**config.mk**
```make
export PLATFORM = sky130hd
export DESIGN_NAME = txr_top
export DESIGN_NICKNAME = d
export VERILOG_FILES = /design/src/rtl/txr_pkg.sv /design/src/rtl/txr_ring_ptr.sv /design/src/rtl/txr_frame_stat.sv /design/src/rtl/txr_byte_lane.sv /design/src/rtl/txr_top.sv
export SDC_FILE = /design/constraint.sdc
export NUM_CORES = 1
export LEC_CHECK = 0
export BUFFER_PORTS_ARGS = -buffer_cell sky130_fd_sc_hd__buf_2
export CAP_MARGIN = 20
export CORE_AREA = 5 5 171 173
export DETAILED_ROUTE_END_ITERATION = 16
export DIE_AREA = 0 0 176 178
export HOLD_SLACK_MARGIN = 0.06
export PLACE_DENSITY_LB_ADDON = 0.08
export SYNTH_ARGS = -nofsm -noshare
export SYNTH_HDL_FRONTEND = slang
export SYNTH_HIERARCHICAL = 1
export SYNTH_SLANG_ARGS = --single-unit
```
**constraint.sdc**
```tcl
create_clock -name clk -period 8.72 [get_ports clk]
set_input_delay 1.308 -clock clk [delete_from_list [all_inputs] [get_ports clk]]
set_output_delay 1.308 -clock clk [all_outputs]
set_load 0.02 [all_outputs]
```
**src/rtl/txr_pkg.sv**
```systemverilog
package txr_pkg;
  localparam int WORD_W   = 32;
  localparam int LEN_W    = 11;
  localparam int LANES    = WORD_W / 8;
  localparam int LANE_W   = $clog2(LANES);
  localparam int DESC_B   = 8;
  localparam int CTRL_OFS = 4;

  localparam int BIT_LAST  = 15;
  localparam int BIT_NOCRC = 16;
  localparam int BIT_EXH   = 27;
  localparam int BIT_UNDR  = 28;
  localparam int BIT_RTRY  = 29;
  localparam int BIT_WRAP  = 30;
  localparam int BIT_OWN   = 31;

  typedef enum logic [2:0] {
    S_IDLE, S_CTRL_RQ, S_CTRL_RS, S_ADDR_RS,
    S_DATA_RS, S_STREAM, S_WB, S_WB_FIRST
  } txr_state_t;

  typedef struct packed {
    logic exh;
    logic undr;
    logic rtry;
  } txr_flags_t;
endpackage

```
**src/rtl/txr_ring_ptr.sv**
```systemverilog
module txr_ring_ptr #(
  parameter int AW = 32,
  parameter int STEP = 8
) (
  input  logic          clk,
  input  logic          rst_n,
  input  logic          idle,
  input  logic          base_we,
  input  logic [AW-1:0] base_in,
  input  logic          advance,
  input  logic          wrap,
  output logic [AW-1:0] ptr
);
  localparam logic [AW-1:0] STEP_V = AW'(STEP);

  logic [AW-1:0] base_q, base_d, ptr_q, ptr_d;

  always_comb begin
    base_d = base_q;
    ptr_d  = ptr_q;
    if (idle && base_we) begin
      base_d = base_in;
      ptr_d  = base_in;
    end else if (advance) begin
      ptr_d = wrap ? base_q : ptr_q + STEP_V;
    end
  end

  always_ff @(posedge clk or negedge rst_n) begin
    if (!rst_n) begin
      base_q <= '0;
      ptr_q  <= '0;
    end else begin
      base_q <= base_d;
      ptr_q  <= ptr_d;
    end
  end

  assign ptr = ptr_q;

  p_base_locked_r9: assert property (@(posedge clk) disable iff (!rst_n)
    (!idle && base_we) |=> $stable(base_q));
endmodule

```
**src/rtl/txr_frame_stat.sv**
```systemverilog
module txr_frame_stat
  import txr_pkg::*;
(
  input  logic       clk,
  input  logic       rst_n,
  input  logic       clr,
  input  logic       en,
  input  logic       underrun,
  input  logic       retry,
  input  logic       exhaust,
  output txr_flags_t flags
);
  txr_flags_t fl_q, fl_d;

  always_comb begin
    fl_d = fl_q;
    if (clr) begin
      fl_d = '0;
    end else begin
      if (exhaust)         fl_d.exh  = 1'b1;
      if (en && underrun)  fl_d.undr = 1'b1;
      if (en && retry)     fl_d.rtry = 1'b1;
    end
  end

  always_ff @(posedge clk or negedge rst_n) begin
    if (!rst_n) fl_q <= '0;
    else        fl_q <= fl_d;
  end

  assign flags = fl_q;

  p_clear_r7: assert property (@(posedge clk) disable iff (!rst_n)
    clr |=> (fl_q == '0));
endmodule

```
**src/rtl/txr_byte_lane.sv**
```systemverilog
module txr_byte_lane
  import txr_pkg::*;
(
  input  logic [WORD_W-1:0] word,
  input  logic [LANE_W-1:0] idx,
  output logic [7:0]        byte_o
);
  logic [7:0] lane [LANES];

  for (genvar g = 0; g < LANES; g++) begin : g_lane
    assign lane[g] = word[8*g +: 8];
  end

  assign byte_o = lane[idx];
endmodule

```
**src/rtl/txr_top.sv**
```systemverilog
module txr_top
  import txr_pkg::*;
(
  input  logic              clk,
  input  logic              rst_n,
  input  logic              cmd_start,
  input  logic              cmd_halt,
  input  logic              cfg_base_we,
  input  logic [WORD_W-1:0] cfg_base,
  output logic              busy,
  output logic              mem_rd,
  output logic              mem_wr,
  output logic [WORD_W-1:0] mem_addr,
  output logic [WORD_W-1:0] mem_wdata,
  input  logic [WORD_W-1:0] mem_rdata,
  output logic              tx_valid,
  input  logic              tx_ready,
  output logic [7:0]        tx_data,
  output logic              tx_sof,
  output logic              tx_eof,
  output logic              tx_nocrc,
  output logic              tx_abort,
  input  logic              mac_underrun,
  input  logic              mac_retry_limit
);
  localparam logic [WORD_W-1:0] CTRL_V = WORD_W'(CTRL_OFS);
  localparam logic [WORD_W-1:0] LANES_V = WORD_W'(LANES);
  localparam logic [WORD_W-1:0] OWN_M = WORD_W'(1) << BIT_OWN;

  // reset: asserted at once, released on the clock
  logic [1:0] rsync_q;
  logic       rst_i_n;
  always_ff @(posedge clk or negedge rst_n) begin
    if (!rst_n) rsync_q <= '0;
    else        rsync_q <= {rsync_q[0], 1'b1};
  end
  assign rst_i_n = rsync_q[1];

  txr_state_t        state_q, state_d;
  logic [WORD_W-1:0] cur_ctrl_q, cur_ctrl_d, first_ctrl_q, first_ctrl_d;
  logic [WORD_W-1:0] first_ptr_q, first_ptr_d, waddr_q, waddr_d, word_q, word_d;
  logic [LEN_W-1:0]  remain_q, remain_d;
  logic [LANE_W-1:0] bidx_q, bidx_d;
  logic              in_frame_q, in_frame_d, is_first_q, is_first_d;
  logic              sent_q, sent_d, halt_q, halt_d;
  logic              ptr_adv, stat_clr, stat_exh;
  logic [WORD_W-1:0] ptr, stat_bits;
  txr_flags_t        flags;

  txr_ring_ptr #(.AW(WORD_W), .STEP(DESC_B)) u_ptr (
    .clk(clk), .rst_n(rst_i_n), .idle(state_q == S_IDLE),
    .base_we(cfg_base_we), .base_in(cfg_base),
    .advance(ptr_adv), .wrap(cur_ctrl_q[BIT_WRAP]), .ptr(ptr)
  );

  txr_frame_stat u_stat (
    .clk(clk), .rst_n(rst_i_n), .clr(stat_clr), .en(in_frame_q),
    .underrun(mac_underrun), .retry(mac_retry_limit),
    .exhaust(stat_exh), .flags(flags)
  );

  txr_byte_lane u_lane (.word(word_q), .idx(bidx_q), .byte_o(tx_data));

  always_comb begin
    stat_bits = '0;
    stat_bits[BIT_EXH]  = flags.exh;
    stat_bits[BIT_UNDR] = flags.undr;
    stat_bits[BIT_RTRY] = flags.rtry;
  end

  always_comb begin
    state_d      = state_q;
    cur_ctrl_d   = cur_ctrl_q;
    first_ctrl_d = first_ctrl_q;
    first_ptr_d  = first_ptr_q;
    waddr_d      = waddr_q;
    word_d       = word_q;
    remain_d     = remain_q;
    bidx_d       = bidx_q;
    in_frame_d   = in_frame_q;
    is_first_d   = is_first_q;
    sent_d       = sent_q;
    halt_d       = (state_q == S_IDLE) ? 1'b0 : (halt_q | cmd_halt);
    mem_rd       = 1'b0;
    mem_wr       = 1'b0;
    mem_addr     = '0;
    mem_wdata    = '0;
    ptr_adv      = 1'b0;
    stat_clr     = 1'b0;
    stat_exh     = 1'b0;
    case (state_q)
      S_IDLE: if (cmd_start) state_d = S_CTRL_RQ;
      S_CTRL_RQ: begin
        if (halt_q && !in_frame_q) begin
          state_d = S_IDLE;
        end else begin
          mem_rd   = 1'b1;
          mem_addr = ptr + CTRL_V;
          state_d  = S_CTRL_RS;
        end
      end
      S_CTRL_RS: begin
        if (mem_rdata[BIT_OWN]) begin
          if (in_frame_q) begin
            stat_exh = 1'b1;
            state_d  = S_WB_FIRST;
          end else begin
            state_d = S_IDLE;
          end
        end else begin
          cur_ctrl_d = mem_rdata;
          mem_rd     = 1'b1;
          mem_addr   = ptr;
          state_d    = S_ADDR_RS;
          is_first_d = !in_frame_q;
          if (!in_frame_q) begin
            first_ptr_d  = ptr;
            first_ctrl_d = mem_rdata;
            in_frame_d   = 1'b1;
            sent_d       = 1'b0;
            stat_clr     = 1'b1;
          end
        end
      end
      S_ADDR_RS: begin
        remain_d = cur_ctrl_q[LEN_W-1:0];
        bidx_d   = '0;
        if (cur_ctrl_q[LEN_W-1:0] == '0) begin
          state_d = S_WB;
        end else begin
          mem_rd   = 1'b1;
          mem_addr = mem_rdata;
          waddr_d  = mem_rdata + LANES_V;
          state_d  = S_DATA_RS;
        end
      end
      S_DATA_RS: begin
        word_d  = mem_rdata;
        state_d = S_STREAM;
      end
      S_STREAM: begin
        if (tx_ready) begin
          remain_d = remain_q - LEN_W'(1);
          bidx_d   = bidx_q + LANE_W'(1);
          sent_d   = 1'b1;
          if (remain_q == LEN_W'(1)) begin
            state_d = S_WB;
          end else if (bidx_q == LANE_W'(LANES - 1)) begin
            mem_rd   = 1'b1;
            mem_addr = waddr_q;
            waddr_d  = waddr_q + LANES_V;
            state_d  = S_DATA_RS;
          end
        end
      end
      S_WB: begin
        ptr_adv  = 1'b1;
        mem_addr = ptr + CTRL_V;
        if (cur_ctrl_q[BIT_LAST]) begin
          mem_wr = 1'b1;
          if (is_first_q) begin
            mem_wdata  = cur_ctrl_q | OWN_M | stat_bits;
            in_frame_d = 1'b0;
            state_d    = S_CTRL_RQ;
          end else begin
            mem_wdata = cur_ctrl_q | OWN_M;
            state_d   = S_WB_FIRST;
          end
        end else begin
          mem_wr    = !is_first_q;
          mem_wdata = cur_ctrl_q | OWN_M;
          state_d   = S_CTRL_RQ;
        end
      end
      S_WB_FIRST: begin
        mem_wr     = 1'b1;
        mem_addr   = first_ptr_q + CTRL_V;
        mem_wdata  = first_ctrl_q | OWN_M | stat_bits;
        in_frame_d = 1'b0;
        state_d    = flags.exh ? S_IDLE : S_CTRL_RQ;
      end
      default: state_d = S_IDLE;
    endcase
  end

  always_ff @(posedge clk or negedge rst_i_n) begin
    if (!rst_i_n) begin
      state_q      <= S_IDLE;
      cur_ctrl_q   <= '0;
      first_ctrl_q <= '0;
      first_ptr_q  <= '0;
      waddr_q      <= '0;
      word_q       <= '0;
      remain_q     <= '0;
      bidx_q       <= '0;
      in_frame_q   <= 1'b0;
      is_first_q   <= 1'b0;
      sent_q       <= 1'b0;
      halt_q       <= 1'b0;
    end else begin
      state_q      <= state_d;
      cur_ctrl_q   <= cur_ctrl_d;
      first_ctrl_q <= first_ctrl_d;
      first_ptr_q  <= first_ptr_d;
      waddr_q      <= waddr_d;
      word_q       <= word_d;
      remain_q     <= remain_d;
      bidx_q       <= bidx_d;
      in_frame_q   <= in_frame_d;
      is_first_q   <= is_first_d;
      sent_q       <= sent_d;
      halt_q       <= halt_d;
    end
  end

  assign busy     = (state_q != S_IDLE);
  assign tx_valid = (state_q == S_STREAM);
  assign tx_sof   = tx_valid && !sent_q;
  assign tx_eof   = tx_valid && (remain_q == LEN_W'(1)) && cur_ctrl_q[BIT_LAST];
  assign tx_nocrc = tx_valid && first_ctrl_q[BIT_NOCRC];
  assign tx_abort = (state_q == S_WB_FIRST) && flags.exh;

  p_hold_r3: assert property (@(posedge clk) disable iff (!rst_i_n)
    (tx_valid && !tx_ready) |=> (tx_valid && $stable(tx_data) && $stable(tx_eof) && $stable(tx_sof)));
  p_eof_ends_r3: assert property (@(posedge clk) disable iff (!rst_i_n)
    (tx_valid && tx_ready && tx_eof) |=> !tx_valid);
  p_wb_owned_r4: assert property (@(posedge clk) disable iff (!rst_i_n)
    mem_wr |-> mem_wdata[BIT_OWN]);
  p_abort_stops_r6: assert property (@(posedge clk) disable iff (!rst_i_n)
    tx_abort |=> !busy);
  p_one_access_r11: assert property (@(posedge clk) disable iff (!rst_i_n)
    !(mem_rd && mem_wr));
  p_reset_quiet_r1: assert property (@(posedge clk)
    !rst_i_n |-> (!tx_valid && !mem_rd && !mem_wr));
endmodule

```
======== Word level (Yosys, flattened, before mapping) ========
Cells that the tools add are included.
storage, ports and cells
  flip-flop bits (word level) ............. 247
  bits of input ports ..................... 72
  output and inout port bits .............. 80
  logic and storage cells ................. 146
operators by class
  add/subtract/negate cells ............... 7
  magnitude comparators ................... 1
  eq/ne operators ......................... 19
  mux-type cells .......................... 66
  bitwise gates (word level) .............. 6
  reductions and logical operators ........ 29
operator list
  operator                 number
  $mux W32                 15
  $pmux W32 S6             1
  $add A32 B3 Y32 const B  4
  $pmux W32 S2             2
  $or A32 B30 Y32          2
  $add A32 B4 Y32 const B  1
  $mux W3                  9
  $mux W1                  25
  $pmux W3 S8              1
  $pmux W11 S2             1
  $bmux W8 S2              1
  $mux W8                  2
  $ne A2 B2 Y1 const B     7
  $eq A3 B3 Y1 const B     4
  $reduce_bool A2 Y1       6
  $eq A11 B1 Y1 const B    1
  $logic_not A11 Y1        1
  $mux W11                 1
  $sub A11 B1 Y11 const B  1
  $logic_and A1 B1 Y1      9
  $reduce_and A4 Y1        2
  $eq A3 B2 Y1 const B     2
  $mux W2                  3
  $reduce_and A3 Y1        2
  other kinds (18)         25

======== Logic depth before layout (Yosys ltp) ========
  depth in word-level cells ............... 5
  mapped depth ............................ 15

======== Cells and area by module ========
The synthesis kept the hierarchy.
modules (own cells, without submodules)
  module          instances  cells each  area an instance (um^2)  sequential area each (um^2)
  txr_top         1          1,223       11,116.9                 4,504.3
  txr_ring_ptr    1          386         3,405.8                  1,601.5
  txr_byte_lane   1          10          196.4                    0.0
  txr_frame_stat  1          9           100.1                    75.1

======== Worst setup path after synthesis ========
OpenSTA, ideal clock, no wires.
  path kind ............................... input-to-output
  start point ............................. in tx_ready
  end point ............................... out mem_addr[14]
  data arrival time ....................... 2.540 ns
  required time ........................... 7.412 ns
  setup slack ............................. 4.872 ns
  stages .................................. 7
  buffers on the path ..................... 2
  cells stage by stage .................... and4b_1 nand2_1 nor2_1 clkbuf_1 buf_2 a22oi_1 o211ai_1
on the way
  cells in the longest elaborated chain, start to end .. 2
RTL lines
  item                line            RTL
  start: declaration  txr_top.sv:17   input logic tx_ready,
  $mux W32            txr_top.sv:142  if (tx_ready) begin
  $pmux W32 S6        txr_top.sv:91   case (state_q)
  end: declaration    txr_top.sv:13   output logic [WORD_W-1:0] mem_addr,
No other way between the ends.

======== Worst setup path in the final report ========
  start point ............................. reg cur_ctrl_q[2]
  end point ............................... out mem_rd
on the way
  cells in the longest elaborated chain, start to end .. 3
RTL lines
  item                      line            RTL
  start: declaration        txr_top.sv:40   logic [WORD_W-1:0] cur_ctrl_q, cur_ctrl_d, first_ctrl_q, first_ctrl_d;
  start signal: assignment  txr_top.sv:202  cur_ctrl_q <= cur_ctrl_d;
  $logic_not A11 Y1         txr_top.sv:128  if (cur_ctrl_q[LEN_W-1:0] == '0) begin
  $mux W1                   txr_top.sv:128
  $pmux W1 S4               txr_top.sv:91
  end: declaration          txr_top.sv:11   output logic mem_rd,
No other way between the ends.

==> flow_metrics.tcl <==
set metrics [dict create \
    run_status "complete, no violations" \
    syn-num-nets 1709 \
    crit_arrival_ps 3470 \
    synthesis.yosys.warnings 6 \
    cell_variety_after_synth 89 \
    synthDominantAreaCellType "dfrtp_1" \
    synth-async-reset-ratio_pct 100.0 \
    slowest_delay_ps 760 \
    critPathKind "reg -> out" \
    tritoncts.num_buffers 28 \
    synth_ff_type "dfrtp_1" \
    number_of_resized_instances_in_the_post_cts_repair_step 0 \
    synth-edff-count 0 \
    start_kind "flop" \
    post_synth_most_frequent_cells "nand2_1 (302), dfrtp_1 (247), nor2_1 (114)" \
    slew_viol_final 0 \
    finalSetupTns_ps 0 \
    placed_cells_incl_taps 2025 \
    critical-path-top-delay-family "compound AO/OA/AOI/OAI gates" \
    number_of_antenna_violations_at_the_first_check_in_global_routing 0 \
    cts_tree "yes" \
    setup_violations 0 \
    crit_required_ps 7410 \
    post-cts-setup-buffers 0 \
    worstSkewPairLatency_ps 540 \
    path_class_of_the_lowest_slack_min_delay_path "reg -> async" \
    r2r_slack_ps 5230 \
    die_area_um2 31330 \
    setup_ws_ps 3937 \
    placement.io_buffers 151 \
    critical_path_peak_fanout 35 \
    total_leakage_power_nw 7.473 \
    cts_buffer_depth 3 \
    syn_inst 1628 \
    ant_nets 0 \
    worst_path_max_delay_cell "o21a_2" \
    worst_vdd_drop_mv 0.1714 \
    clkSlewWorstSetupHoldPaths_ps 60 \
    grtUsageTotal_pct 28.54 \
    yosys.area_share.simple_pct 21.56 \
    route.detailed.wl_per_inst_um 21.77 \
    synth_top_family_by_area "simple AND/OR/NAND/NOR gates" \
    cts_max_level 1 \
    cts_hold_repair.buffers 0 \
    boundaryPins 152 \
    drt_first_iter_violations 1410 \
    avgSynthCellArea_um2 9.103 \
    preCtsSetupSlack_ps 4446 \
    dr.pass1.iters 8 \
    critical_path.reg2reg.startpoint "state_q[1]" \
    number_of_synthesized_register_bits 247 \
    yosysMostFrequentCell "nand2_1" \
    worstPathBufferInverterCount 1 \
    drive_gt1_share_pct 21.10 \
    core_area_um2 27480 \
    wirelength_mm 45.20 \
    clk_root_buffer_cell "clkbuf_16" \
    critical_path.endpoint_type "output pin" \
    synth_area_leaders "dfrtp_1 (42%), mux2_2 (7.7%), nand2_1 (7.6%)" \
    tightestPinTransition_ps 997.4 \
    clockPowerShare_pct 21.9 \
    total_power_mw 5.914 \
    timing_hold_violations_final 0 \
    grt_overflow 0 \
    grt_setup_unrepaired "no" \
    synth_xor_area_share_pct 3.783 \
    flow.area_growth_from_synthesis_pct 12.95 \
    whs_ps 351.1 \
    synth.mux.area_fraction_pct 10.40 \
    cap_viol_max_count 0 \
    grt_pass1_vias 12710 \
    intPower_mw 3.406 \
    num-nets-final 1790 \
    worst_setup_path_startpoint "cur_ctrl_q[2]" \
    post-synth-top-area-fraction_pct 41.71 \
    finalInstanceArea_um2 16740 \
    cts.sinks 247 \
    cell_pwr_density_nw_per_um2 353.3 \
    power.net_switching_mw 2.508 \
    post-route-period-util_pct 54.85 \
    dpl_cell_area_um2 15720 \
    utilization_pct 60.92 \
    comb_power_share_pct 38.8 \
    synth-compound-area-share_pct 17.83 \
    start_util_pct 53.93 \
    post_layout_nonfiller_instances 2076 \
    grt_max_degree 142 \
    synth_fa_ha_area_share_pct 0.7599 \
    die_span_x_um 176 \
    timing.slew.headroom_pct 33.00 \
    routabilityCongestion 0.8912 \
    floorplan.rows 61 \
    mappedNetlistArea_um2 14820 \
    die_h_um 178 \
    maxClockFrequency_mhz 209.1 \
    num_antenna_cells 0 \
    dr_total_vias 13290 \
    global_route_wire_length_before_repair_mm 71.77 \
    vias_per_cell 6.402 \
    power_frac_seq_pct 39.3 \
    dp_hpwl_mm 31.02 \
    worst_clock_skew_ps 10.05 \
    total_drc_errors_in_the_routed_layout 0 \
    worstPathCellList "nor4_1 -> a31o_2 -> o21a_2 -> o21ai_0 -> buf_2" \
    yosysSeqAreaShare_pct 41.71 \
    switching_share_pct 42.41 \
    finalCriticalPeriod_ps 4783 \
]
[kinds of logic after synthesis]
| group | Yosys count |
|---|---|
| DFF | 247 |
| other | 1 |
| and+or+nand+nor | 666 |
| adders and majority gates | 9 |
| xor gates and xnor gates | 64 |
| buffers and inverters | 140 |
| muxes | 131 |
| AOI/OAI and AO/OA | 370 |
[registers in the layout (all words and copies together), names as in the netlist]
name	flops
sent_q	1
first_ptr_q	32
waddr_q	32
is_first_q	1
in_frame_q	1
bidx_q	2
u_ptr/ptr	32
u_ptr/base_q	32
cur_ctrl_q	31
state_q	3
remain_q	11
word_q	32
first_ctrl_q	31
halt_q	1
u_stat/flags	3
rsync_q	2
[area by class of cell]
| cell class | count | area [µm²] |
|---|---|---|
| tap | 346 | 432.9 |
| clock buffer | 36 | 792.0 |
| sequential | 247 | 6185 |
| fill | 2440 | 10740 |
| inverter | 22 | 85.08 |
| clock inverter | 15 | 230.2 |
| timing repair buffer | 169 | 903.4 |
| multi-input combinational | 1241 | 8110 |
[worst reg2reg max path, cell delays in order (launching register included)]
cell	delay, ps
dfrtp_1	720
nand3b_4	270
buf_4	550
nand2_1	150
nand2_1	110
ha_1	420
o211ai_4	230
or3_1	420
a2111oi_1	390
a211oi_1	90
[per-layer routing]
layer,global-route usage (%),wire (µm),up-vias,share of wire (%)
li1,-,-,6130,-
met1,39.49,19310,6519,43
met2,46.65,21000,539,46
met3,3.116,2989,102,6.6
met4,10.98,1899,0,4.2
met5,0,0,-,0
[final timing paths]
check                              endpoint  depth (start not counted)
hold reg to reg            u_ptr/base_q[25]                          0
setup / recovery                     mem_rd                          5
min in group clk                 rsync_q[1]                          0
max in group asynchronous  first_ctrl_q[14]                          1
hold / removal             u_ptr/base_q[25]                          0
setup reg to reg                waddr_q[26]                          9
[power by group through the flow]
stage / logic (mW) / registers (mW) / clock network (mW)
finish: 2.29 / 2.33 / 1.30
global route: 2.52 / 2.40 / 1.37
CTS: 2.30 / 2.30 / 1.32
global placement: 2.25 / 2.30 / 0
floorplan: 1.78 / 2.05 / 0
detailed placement: 2.29 / 2.32 / 0
[cell usage in the layout, fill, tap and decap left out, drive strengths merged, types with 33 or more instances in the layout]
master / instances
and3: 38
dfrtp: 247
mux2: 101
nand2: 302
nor3: 39
xor2: 38
a21oi: 74
nor2: 114
a22o: 33
o21ai: 68
nand4: 34
nand3: 57
buf: 169
clkbuf: 36
No activity file was read; power rests on OpenSTA's default activity.
